$ cat src/rtl/creg_pkg.sv
// Shared constants and types for the PHY control-register master.
// Assumes a 32-bit command word with a 16-bit value field.
package creg_pkg;

    localparam int unsigned CMD_W        = 32;
    localparam int unsigned VAL_W        = 16;
    localparam int unsigned VAL_LSB      = 2;
    localparam int unsigned BIT_WR       = 0;
    localparam int unsigned BIT_RD       = 1;
    localparam int unsigned BIT_CAP_DATA = 18;
    localparam int unsigned BIT_CAP_ADDR = 19;
    localparam int unsigned BIT_ACK      = 16;

    typedef enum logic [3:0] {
        ST_IDLE,
        ST_ADDR_SET,
        ST_ADDR_CAP,
        ST_ADDR_REL,
        ST_DATA_SET,
        ST_DATA_CAP,
        ST_DATA_REL,
        ST_WR_STB,
        ST_WR_REL,
        ST_RD_STB,
        ST_RD_REL
    } creg_state_e;

    // Assemble a command word from a value and the four strobes.
    function automatic logic [CMD_W-1:0] make_cmd(
        input logic [VAL_W-1:0] val,
        input logic             wr,
        input logic             rd,
        input logic             capd,
        input logic             capa
    );
        logic [CMD_W-1:0] w;
        w = '0;
        w[VAL_LSB +: VAL_W] = val;
        w[BIT_WR]           = wr;
        w[BIT_RD]           = rd;
        w[BIT_CAP_DATA]     = capd;
        w[BIT_CAP_ADDR]     = capa;
        return w;
    endfunction

endpackage

$ cat src/rtl/creg_poll_timer.sv
// Per-step time budget. Counts polls of POLL_GAP cycles each and flags
// expiry on the last cycle of poll POLL_LIMIT. The sequencer clears it on
// every step change. Assumes POLL_LIMIT >= 1 and POLL_GAP >= 1.
module creg_poll_timer #(
    parameter int unsigned POLL_LIMIT = 200,
    parameter int unsigned POLL_GAP   = 250
) (
    input  logic clk,
    input  logic rst_n,
    input  logic clr,
    input  logic run,
    output logic expired
);
    localparam int unsigned PW = (POLL_LIMIT > 1) ? $clog2(POLL_LIMIT) : 1;
    localparam logic [PW-1:0] POLL_LAST = PW'(POLL_LIMIT - 1);

    logic          tick;
    logic [PW-1:0] poll_q;

    generate
        if (POLL_GAP > 1) begin : g_gap
            localparam int unsigned GW = $clog2(POLL_GAP);
            localparam logic [GW-1:0] GAP_LAST = GW'(POLL_GAP - 1);
            logic [GW-1:0] gap_q;

            // Cycle counter within one poll interval.
            always_ff @(posedge clk) begin
                if (!rst_n || clr) begin
                    gap_q <= '0;
                end else if (run) begin
                    gap_q <= (gap_q == GAP_LAST) ? '0 : gap_q + 1'b1;
                end
            end

            assign tick = run && (gap_q == GAP_LAST);
        end else begin : g_nogap
            assign tick = run;
        end
    endgenerate

    // Count completed polls, saturating at the last one.
    always_ff @(posedge clk) begin
        if (!rst_n || clr) begin
            poll_q <= '0;
        end else if (tick && (poll_q != POLL_LAST)) begin
            poll_q <= poll_q + 1'b1;
        end
    end

    assign expired = tick && (poll_q == POLL_LAST);

endmodule

$ cat src/rtl/creg_sequencer.sv
// Step sequencer for one register access. Latches the request when idle,
// walks the address, data, write or read steps, waits for the acknowledge
// to reach the awaited level and abandons the access when the timer
// expires. Assumes the acknowledge input is already synchronous to clk.
module creg_sequencer
    import creg_pkg::*;
(
    input  logic              clk,
    input  logic              rst_n,
    input  logic              start,
    input  logic              write,
    input  logic [VAL_W-1:0]  addr,
    input  logic [VAL_W-1:0]  wdata,
    input  logic              ack,
    input  logic [VAL_W-1:0]  status_lo,
    input  logic              tmr_expired,
    output creg_state_e       state,
    output logic [VAL_W-1:0]  op_addr,
    output logic [VAL_W-1:0]  op_data,
    output logic              tmr_clr,
    output logic              tmr_run,
    output logic              busy,
    output logic              done,
    output logic              timeout,
    output logic [VAL_W-1:0]  rdata
);
    creg_state_e      state_q, state_d;
    logic             setup_q;
    logic             op_wr_q;
    logic [VAL_W-1:0] op_addr_q, op_data_q, rd_buf_q;
    logic             done_q, tmo_q;
    logic [VAL_W-1:0] rdata_q;
    logic             want_high, waiting, met, finish_ok, abort;

    // Classify the current step: which acknowledge level it waits for.
    always_comb begin
        waiting   = 1'b0;
        want_high = 1'b0;
        unique case (state_q)
            ST_ADDR_CAP, ST_DATA_CAP, ST_WR_STB, ST_RD_STB: begin
                waiting   = 1'b1;
                want_high = 1'b1;
            end
            ST_ADDR_REL, ST_DATA_REL, ST_WR_REL, ST_RD_REL: begin
                waiting   = 1'b1;
            end
            default: ;
        endcase
    end

    assign met       = waiting && (ack == want_high);
    assign abort     = waiting && !met && tmr_expired;
    assign finish_ok = met && ((state_q == ST_WR_REL) || (state_q == ST_RD_REL));

    // Next-step selection.
    always_comb begin
        state_d = state_q;
        if (abort) begin
            state_d = ST_IDLE;
        end else begin
            unique case (state_q)
                ST_IDLE:     if (start) state_d = ST_ADDR_SET;
                ST_ADDR_SET: if (setup_q) state_d = ST_ADDR_CAP;
                ST_ADDR_CAP: if (met) state_d = ST_ADDR_REL;
                ST_ADDR_REL: if (met) state_d = op_wr_q ? ST_DATA_SET : ST_RD_STB;
                ST_DATA_SET: if (setup_q) state_d = ST_DATA_CAP;
                ST_DATA_CAP: if (met) state_d = ST_DATA_REL;
                ST_DATA_REL: if (met) state_d = ST_WR_STB;
                ST_WR_STB:   if (met) state_d = ST_WR_REL;
                ST_WR_REL:   if (met) state_d = ST_IDLE;
                ST_RD_STB:   if (met) state_d = ST_RD_REL;
                ST_RD_REL:   if (met) state_d = ST_IDLE;
                default:     state_d = ST_IDLE;
            endcase
        end
    end

    // Step register and two-cycle setup counter.
    always_ff @(posedge clk) begin
        if (!rst_n) begin
            state_q <= ST_IDLE;
            setup_q <= 1'b0;
        end else begin
            state_q <= state_d;
            setup_q <= ((state_q == ST_ADDR_SET) || (state_q == ST_DATA_SET)) && !setup_q;
        end
    end

    // Request capture, only while idle, so later starts are ignored.
    always_ff @(posedge clk) begin
        if (!rst_n) begin
            op_wr_q   <= 1'b0;
            op_addr_q <= '0;
            op_data_q <= '0;
        end else if ((state_q == ST_IDLE) && start) begin
            op_wr_q   <= write;
            op_addr_q <= addr;
            op_data_q <= wdata;
        end
    end

    // Read data latch on the acknowledge of the read strobe.
    always_ff @(posedge clk) begin
        if (!rst_n) begin
            rd_buf_q <= '0;
        end else if ((state_q == ST_RD_STB) && met) begin
            rd_buf_q <= status_lo;
        end
    end

    // Completion pulse, timeout flag and returned data.
    always_ff @(posedge clk) begin
        if (!rst_n) begin
            done_q  <= 1'b0;
            tmo_q   <= 1'b0;
            rdata_q <= '0;
        end else begin
            done_q <= finish_ok || abort;
            if (finish_ok || abort) begin
                tmo_q   <= abort;
                rdata_q <= (abort || op_wr_q) ? '0 : rd_buf_q;
            end
        end
    end

    assign tmr_run = waiting;
    assign tmr_clr = !waiting || (state_d != state_q);
    assign state   = state_q;
    assign op_addr = op_addr_q;
    assign op_data = op_data_q;
    assign busy    = (state_q != ST_IDLE);
    assign done    = done_q;
    assign timeout = tmo_q;
    assign rdata   = rdata_q;

endmodule

$ cat src/rtl/creg_cmd_encode.sv
// Decodes the current step into the command word: which value sits in the
// field and which strobe, if any, is raised. Purely combinational from
// registered step and operands, so the word changes only after a clock edge.
module creg_cmd_encode
    import creg_pkg::*;
(
    input  creg_state_e       state,
    input  logic [VAL_W-1:0]  op_addr,
    input  logic [VAL_W-1:0]  op_data,
    output logic [CMD_W-1:0]  cmd
);
    // Map step to field value and strobe.
    always_comb begin
        unique case (state)
            ST_ADDR_SET, ST_ADDR_REL: cmd = make_cmd(op_addr, 1'b0, 1'b0, 1'b0, 1'b0);
            ST_ADDR_CAP:              cmd = make_cmd(op_addr, 1'b0, 1'b0, 1'b0, 1'b1);
            ST_DATA_SET, ST_DATA_REL,
            ST_WR_REL:                cmd = make_cmd(op_data, 1'b0, 1'b0, 1'b0, 1'b0);
            ST_DATA_CAP:              cmd = make_cmd(op_data, 1'b0, 1'b0, 1'b1, 1'b0);
            ST_WR_STB:                cmd = make_cmd(op_data, 1'b1, 1'b0, 1'b0, 1'b0);
            ST_RD_STB:                cmd = make_cmd('0,      1'b0, 1'b1, 1'b0, 1'b0);
            default:                  cmd = '0;
        endcase
    end

endmodule

$ cat src/rtl/phy_creg_master.sv
// Top of the PHY control-register master. Joins the step sequencer, the
// per-step poll timer and the command encoder. Assumes phy_status is
// synchronous to clk; the budget per wait step is POLL_LIMIT*POLL_GAP cycles.
module phy_creg_master
    import creg_pkg::*;
#(
    parameter int unsigned POLL_LIMIT = 200,
    parameter int unsigned POLL_GAP   = 250
) (
    input  logic        clk,
    input  logic        rst_n,
    input  logic        req_start,
    input  logic        req_write,
    input  logic [15:0] req_addr,
    input  logic [15:0] req_wdata,
    output logic        busy,
    output logic        rsp_done,
    output logic        rsp_timeout,
    output logic [15:0] rsp_rdata,
    output logic [31:0] phy_cmd,
    input  logic [31:0] phy_status
);
    creg_state_e      state;
    logic [VAL_W-1:0] op_addr, op_data;
    logic             tmr_clr, tmr_run, tmr_expired;
    logic             unused_status;

    assign unused_status = ^phy_status[CMD_W-1:BIT_ACK+1];

    creg_sequencer u_seq (
        .clk         (clk),
        .rst_n       (rst_n),
        .start       (req_start),
        .write       (req_write),
        .addr        (req_addr),
        .wdata       (req_wdata),
        .ack         (phy_status[BIT_ACK]),
        .status_lo   (phy_status[VAL_W-1:0]),
        .tmr_expired (tmr_expired),
        .state       (state),
        .op_addr     (op_addr),
        .op_data     (op_data),
        .tmr_clr     (tmr_clr),
        .tmr_run     (tmr_run),
        .busy        (busy),
        .done        (rsp_done),
        .timeout     (rsp_timeout),
        .rdata       (rsp_rdata)
    );

    creg_poll_timer #(
        .POLL_LIMIT (POLL_LIMIT),
        .POLL_GAP   (POLL_GAP)
    ) u_tmr (
        .clk     (clk),
        .rst_n   (rst_n),
        .clr     (tmr_clr),
        .run     (tmr_run),
        .expired (tmr_expired)
    );

    creg_cmd_encode u_enc (
        .state   (state),
        .op_addr (op_addr),
        .op_data (op_data),
        .cmd     (phy_cmd)
    );

endmodule

$ cat config.mk
export PLATFORM = sky130hd
export DESIGN_NAME = phy_creg_master
export DESIGN_NICKNAME = d
export VERILOG_FILES = /design/src/rtl/creg_pkg.sv /design/src/rtl/creg_poll_timer.sv /design/src/rtl/creg_sequencer.sv /design/src/rtl/creg_cmd_encode.sv /design/src/rtl/phy_creg_master.sv
export SDC_FILE = /design/constraint.sdc
export NUM_CORES = 1
export LEC_CHECK = 0
export ABC_AREA = 1
export BUFFER_PORTS_ARGS = -buffer_cell sky130_fd_sc_hd__buf_2
export CORE_MARGIN = 8
export CORE_UTILIZATION = 39
export CTS_BUF_LIST = sky130_fd_sc_hd__clkbuf_4 sky130_fd_sc_hd__clkbuf_8
export CTS_CLUSTER_SIZE = 12
export DETAILED_ROUTE_END_ITERATION = 16
export GPL_TIMING_DRIVEN = 0
export MAX_ROUTING_LAYER = met4
export PLACE_DENSITY = 0.75
export REMOVE_ABC_BUFFERS = 1
export SYNTH_ARGS = -nofsm -noshare
export SYNTH_HDL_FRONTEND = slang
export SYNTH_SLANG_ARGS = --single-unit
export TNS_END_PERCENT = 50
$ cat constraint.sdc
create_clock -name clk -period 2.1 [get_ports clk]
set_input_delay 0.21 -clock clk [delete_from_list [all_inputs] [get_ports clk]]
set_output_delay 0.21 -clock clk [all_outputs]
set_load 0.02 [all_outputs]
**After elaboration in Yosys (flattened, before gate mapping)**

Index checks and enable logic that the tools add are counted.

- Logic and storage cells: 73
- Input bits: 68
- Register bits after elaboration: 88
- Output and inout bits: 51

- Equal/unequal tests: 15
- Mux-type cells: 18
- Add/subtract/negate cells: 2
- Reductions and logical operators: 27

Operators by type and width:

| cell | number |
|---|---|
| $pmux 20 s6 | 1 |
| $mux 4 | 12 |
| $pmux 4 s10 | 1 |
| $add 8x1->8 const B | 2 |
| $eq 4x3->1 const B | 4 |
| $eq 8x8->1 const B | 2 |
| $mux 16 | 1 |
| $eq 4x4->1 const B | 3 |
| $logic_and 1x1->1 | 10 |
| $eq 4x2->1 const B | 2 |
| $mux 8 | 1 |
| $ne 8x8->1 const B | 1 |
| $reduce_or 8->1 | 1 |
| $logic_or 1x1->1 | 6 |
| $eq 4x1->1 const B | 1 |
| $logic_not 1->1 | 4 |
| $logic_not 4->1 | 1 |
| $ne 4x4->1 | 1 |
| $reduce_bool 4->1 | 1 |
| $reduce_or 2->1 | 2 |
| $reduce_or 4->1 | 1 |
| $reduce_or 3->1 | 1 |
| $mux 1 | 2 |
| $eq 1x1->1 | 1 |

**Logic depth before layout (Yosys ltp)**

- Depth after elaboration: 12
- Gate-level depth with buffers: 19
- Depth with buffers taken out: 17

**By module**

Synthesis repeated with hierarchy kept, for this count alone.

- Cell total of the unflattened synthesis: 617
- Area total of the unflattened synthesis: 4315.4 um^2

By module, submodules not included:

| module | sequential area each (um^2) | cells each | area an instance (um^2) | times used |
|---|---|---|---|---|
| creg_sequencer | 1441.4 | 396 | 3017.9 | 1 |
| creg_poll_timer | 320.3 | 143 | 907.1 | 1 |
| creg_cmd_encode | 0.0 | 78 | 390.4 | 1 |

**Worst setup path before layout**

OpenSTA, ideal clock, no wires.

- Path kind: reg-to-reg
- Start point: register u_seq.state_q[0], in the netlist u_seq.state[0]
- End point: register u_tmr.g_gap.gap_q[7]
- Data required time: 1976 ps
- Cell stages (with the launch flop): 19
- Clock period less this slack: 2071 ps
- Buffers on the path: 2
- Setup time: 124 ps
- Setup slack: 29 ps
- Data arrival time: 1947 ps
- Cell sequence: dfxtp_1 -> buf_6 -> inv_2 -> nand2_2 -> nor2_2 -> nor2_2 -> nand2_1 -> nand2_1 -> nand2_2 -> nand3_2 -> nand2_1 -> inv_2 -> nand2_2 -> nand3_1 -> nand2_2 -> nor2_4 -> nand3_4 -> buf_6 -> nor2_4

- Word-level cells in the longest chain between the ends: 12
- Elaborated cells on any way between the ends: 39
- Classes of those cells: eq/ne (12); mux (14); reduce/logical (13)

Ends and longest elaborated chain:

| item | line | RTL |
|---|---|---|
| start, declared | creg_sequencer.sv:27 | `creg_state_e state_q, state_d;` |
| start signal, assigned | creg_sequencer.sv:84 | `state_q <= state_d;` |
| parallel branches: the longest is 12 deep, another holds $pmux 4 s10 | n/a |  |
| end signal, assigned | creg_poll_timer.sv:31 | `gap_q <= (gap_q == GAP_LAST) ? '0 : gap_q + 1'b1;` |
| end, declared | creg_poll_timer.sv:24 | `logic [GW-1:0] gap_q;` |

Parallel ways; which one is timed is not known.
A chain may end at the register's enable or synchronous reset.

**Worst setup path after layout**

- Start point: register u_seq.state_q[2], in the netlist u_seq.state[2]
- End point: register u_tmr.g_gap.gap_q[3]

Same word-level chain as after synthesis.

==> flow_summary.json <==
{
  "finalSetupViolCount": 17,
  "final_util": 0.5244,
  "worst_pin_slew_ns": 0.7986,
  "layout.nets": 717,
  "start_kind": "flop",
  "start_util": 0.4024,
  "crit_path_max_fanout": 8,
  "nFillCells": 936,
  "register_area_um2": 1778,
  "cts_tree": "yes",
  "ys.flop_type": "dfxtp_1",
  "synth_top_family_by_area": "simple AND/OR/NAND/NOR gates",
  "maxCapViolCount": 0,
  "ioPinCount": 119,
  "postSynth.asyncResetShare": 0,
  "slew_headroom": 0.4676,
  "timing.rr.end": "u_tmr.g_gap.gap_q[3]",
  "ys_ff_latch": 88,
  "avgRoutedWirePerCell_um": 15.09,
  "irDropWorstVdd_mv": 0.4455,
  "power_frac_clock": 0.346,
  "grt_setup_unrepaired": "yes",
  "drtIter0Drc": 281,
  "first_global_vias": 3851,
  "fin_crit_sh": 1.062,
  "rows": 37,
  "synthMuxAreaShare": 0.002711,
  "ant_nets": 0,
  "whs_endpoint": "u_seq.op_addr[2]",
  "critical_path_required_ns": 2.38,
  "track_usage": 0.1553,
  "outcome": "finished, violations left",
  "coreArea_um2": 10320,
  "cts.clk_slew.worst_paths_ns": 0.09,
  "synth_commonest_cells": "dfxtp_1, inv_1, a21oi_1",
  "synth_edf_count": 0,
  "power.internal_mw": 2.827,
  "synth_compound_area_frac": 0.1913,
  "period_needed_ns": 2.231,
  "dp_hpwl_um": 6956,
  "die_w_um": 119.2,
  "post-place-ws_ns": -0.8769,
  "crit_type": "flop to flop",
  "slowest_delay_ns": 0.40,
  "finClkSkew_ns": 0.01302,
  "grt_max_degree": 61,
  "p_seq_frac": 0.459,
  "violations": "negative setup slack",
  "ff2ff_path_depth": 16,
  "crit_path_cell_trace": "inv_4, nand2_4, nor2_4, nor2_4, nand2_1, nand2_1, nand2_4, nand4_1, nand2_1, nand2_2, nand2_2, nand3_2, nor2_4, nand3_4, buf_12, nor2_1",
  "crit_path_end_kind": "flop",
  "synth-simple-area-share": 0.2175,
  "place.gp.congestion": 0.8776,
  "netlist_area_um2": 4154,
  "clk_path_buf_depth": 2,
  "die_y_um": 119.2,
  "power.density_nw_per_um2": 725.8,
  "switchingPower_mw": 1.103,
  "grt_pass1_wl_um": 17820,
  "cp_slowest_cell": "dfxtp_4",
  "finalHoldViolations": 0,
  "hold_depth": 3,
  "min_path_type": "input port to flop",
  "crit_arrival_ns": 2.51,
  "antenna_found_initial": 0,
  "p_leak_nw": 2.287,
  "vias": 3979,
  "layout_setup_ws_ns": -0.1307,
  "min_from": "req_addr[2]",
  "synth_xor_area_frac": 0.01687,
  "synth.largest_area_cell": "dfxtp_1",
  "root_buffer": "clkbuf_8",
  "synth_area_leaders": "dfxtp_1, a21oi_1, inv_1",
  "multi_input_area_um2": 2110,
  "numPortBuffers": 91,
  "drt-total-wl_um": 11850,
  "ctsHtreeMaxLevel": 3,
  "cts_inserted_buffers": 9,
  "regToRegSetupSlack_ns": -0.13,
  "insertion_delay_ns": 0.35,
  "synthAdderAreaFrac": 0.009036,
  "drt_pass1_iterations": 5,
  "clock.fmax_mhz": 448.3,
  "antennaDiodeCount": 0,
  "syn_avg_cell_area_um2": 7.736,
  "yosysUniqueCellTypes": 41,
  "gr-total-overflow": 0,
  "slew_viol_final": 0,
  "dieArea_um2": 14210,
  "drc": 0,
  "ys_seq_area_frac": 0.4241,
  "tns_ns": -1.818,
  "drive_gt1_frac": 0.3529,
  "synthCells": 537,
  "yosys.area.top_type_share": 0.4241,
  "yosysMostFrequentCell": "dfxtp_1",
  "timing.rr.start": "u_seq.state[2]",
  "clock-sinks": 88,
  "vias_per_cell": 5.069,
  "swShare": 0.2807,
  "yosysWarnings": 0,
  "area_growth_pct": 30.33,
  "p_comb_frac": 0.195
}
per-stage QoR:
step	std cells	area, um2	hold slack [ns]	total power [mW]
global placement	735	4584	0.4327	2.403
CTS	767	5107	0.1168	3.849
global route	785	5414	0.1374	4.124
finish	785	5414	0.1427	3.930
detailed placement	736	4613	0.4386	2.441
floorplan	508	3959	0.3457	2.233
flip-flops by register name, summed over array words and instances (netlist names):
register	cells
u_seq.op_addr	16
u_seq.op_data	16
u_seq.rd_buf_q	16
u_seq.rdata	16
u_tmr.g_gap.gap_q	8
u_tmr.poll_q	8
u_seq.state	4
u_seq.done	1
u_seq.op_wr_q	1
u_seq.setup_q	1
u_seq.timeout	1
critical path, delay by kind of cell (launching register included):
kind	cells	cell delay (ns)
DFF	1	0.40
buffers and inverters	2	0.27
and+or+nand+nor	14	1.48
worst max-delay path by stage:
stage | endpoint | slack, ns | depth (start not counted) | start
2_1_floorplan | u_tmr.g_gap.gap_q[0] | -0.65 | 10 | u_seq.state[3]
3_3_place_gp | u_tmr.g_gap.gap_q[3] | -1.32 | 10 | u_seq.state[3]
3_5_place_dp | u_tmr.g_gap.gap_q[1] | -0.88 | 15 | u_seq.state[3]
4_1_cts | u_tmr.g_gap.gap_q[7] | 0.001 | 15 | u_seq.state[2]
5_1_grt | u_tmr.g_gap.gap_q[3] | -0.22 | 17 | u_seq.state[1]
6_report | u_tmr.g_gap.gap_q[3] | -0.13 | 16 | u_seq.state[2]
layout make-up:
class	count	share of cell area
clock inverters	4	0.01756
multi-input cells	334	0.3896
clock buffers	10	0.02427
flip-flops and latches	88	0.3284
inverters	88	0.06402
repair buffers	125	0.1447
well taps	136	0.03143
routing by layer:
layer	track usage	vias up	wire length (um)
met4	0.07984	0	312
met3	0.04346	22	650
li1	-	1941	-
met2	0.2515	130	5912
met5	-	-	0
met1	0.1719	1886	4971
layout by cell type (no fill, tap or decap), drive strengths merged:
cell type  count
conb          12
dfxtp         88
o22a           1
xor2           6
nor2          44
o21ai         59
a21oi         70
o31ai          1
nand3b         1
nand2         65
clkbuf        10
bufinv         3
nand3         36
nor3           4
a2bb2oi        1
a311oi         1
inv           86
nand4          6
mux2           1
buf          125
nor4           2
a21boi         1
o21bai         1
o22ai         16
xnor2          2
clkinv         3
ha             3
or2            1
logic make-up (layout without fill, tap and decap cells):
group                    after synthesis  in the layout
buffers and inverters                128            227
AO/OA/AOI/OAI                        151            151
flip-flops                            88             88
XOR/XNOR                               8              8
other                                  1             12
AND/OR/NAND/NOR                      157            159
adder cells (fa/ha/maj)                3              3
multiplexers                           1              1
power groups by stage:
stage | sequential [mW] | clock, mW | combinational, mW
after floorplan | 1.83 | 0 | 0.400
after global placement | 1.84 | 0 | 0.562
after detailed placement | 1.84 | 0 | 0.596
after CTS | 1.80 | 1.39 | 0.655
after global routing | 1.81 | 1.47 | 0.840
final | 1.81 | 1.36 | 0.766
what timing repair did:
item / CTS / global route
gates cloned: 2 / 1
resized for setup: 28 / 46
pin swaps: 7 / 13
endpoints found under the hold margin: 0 / 0
buffers inserted: 15 / 17
hold buffers: 0 / 0
endpoints found under the setup margin: 67 / 40
(Power assumes the default switching activity.)
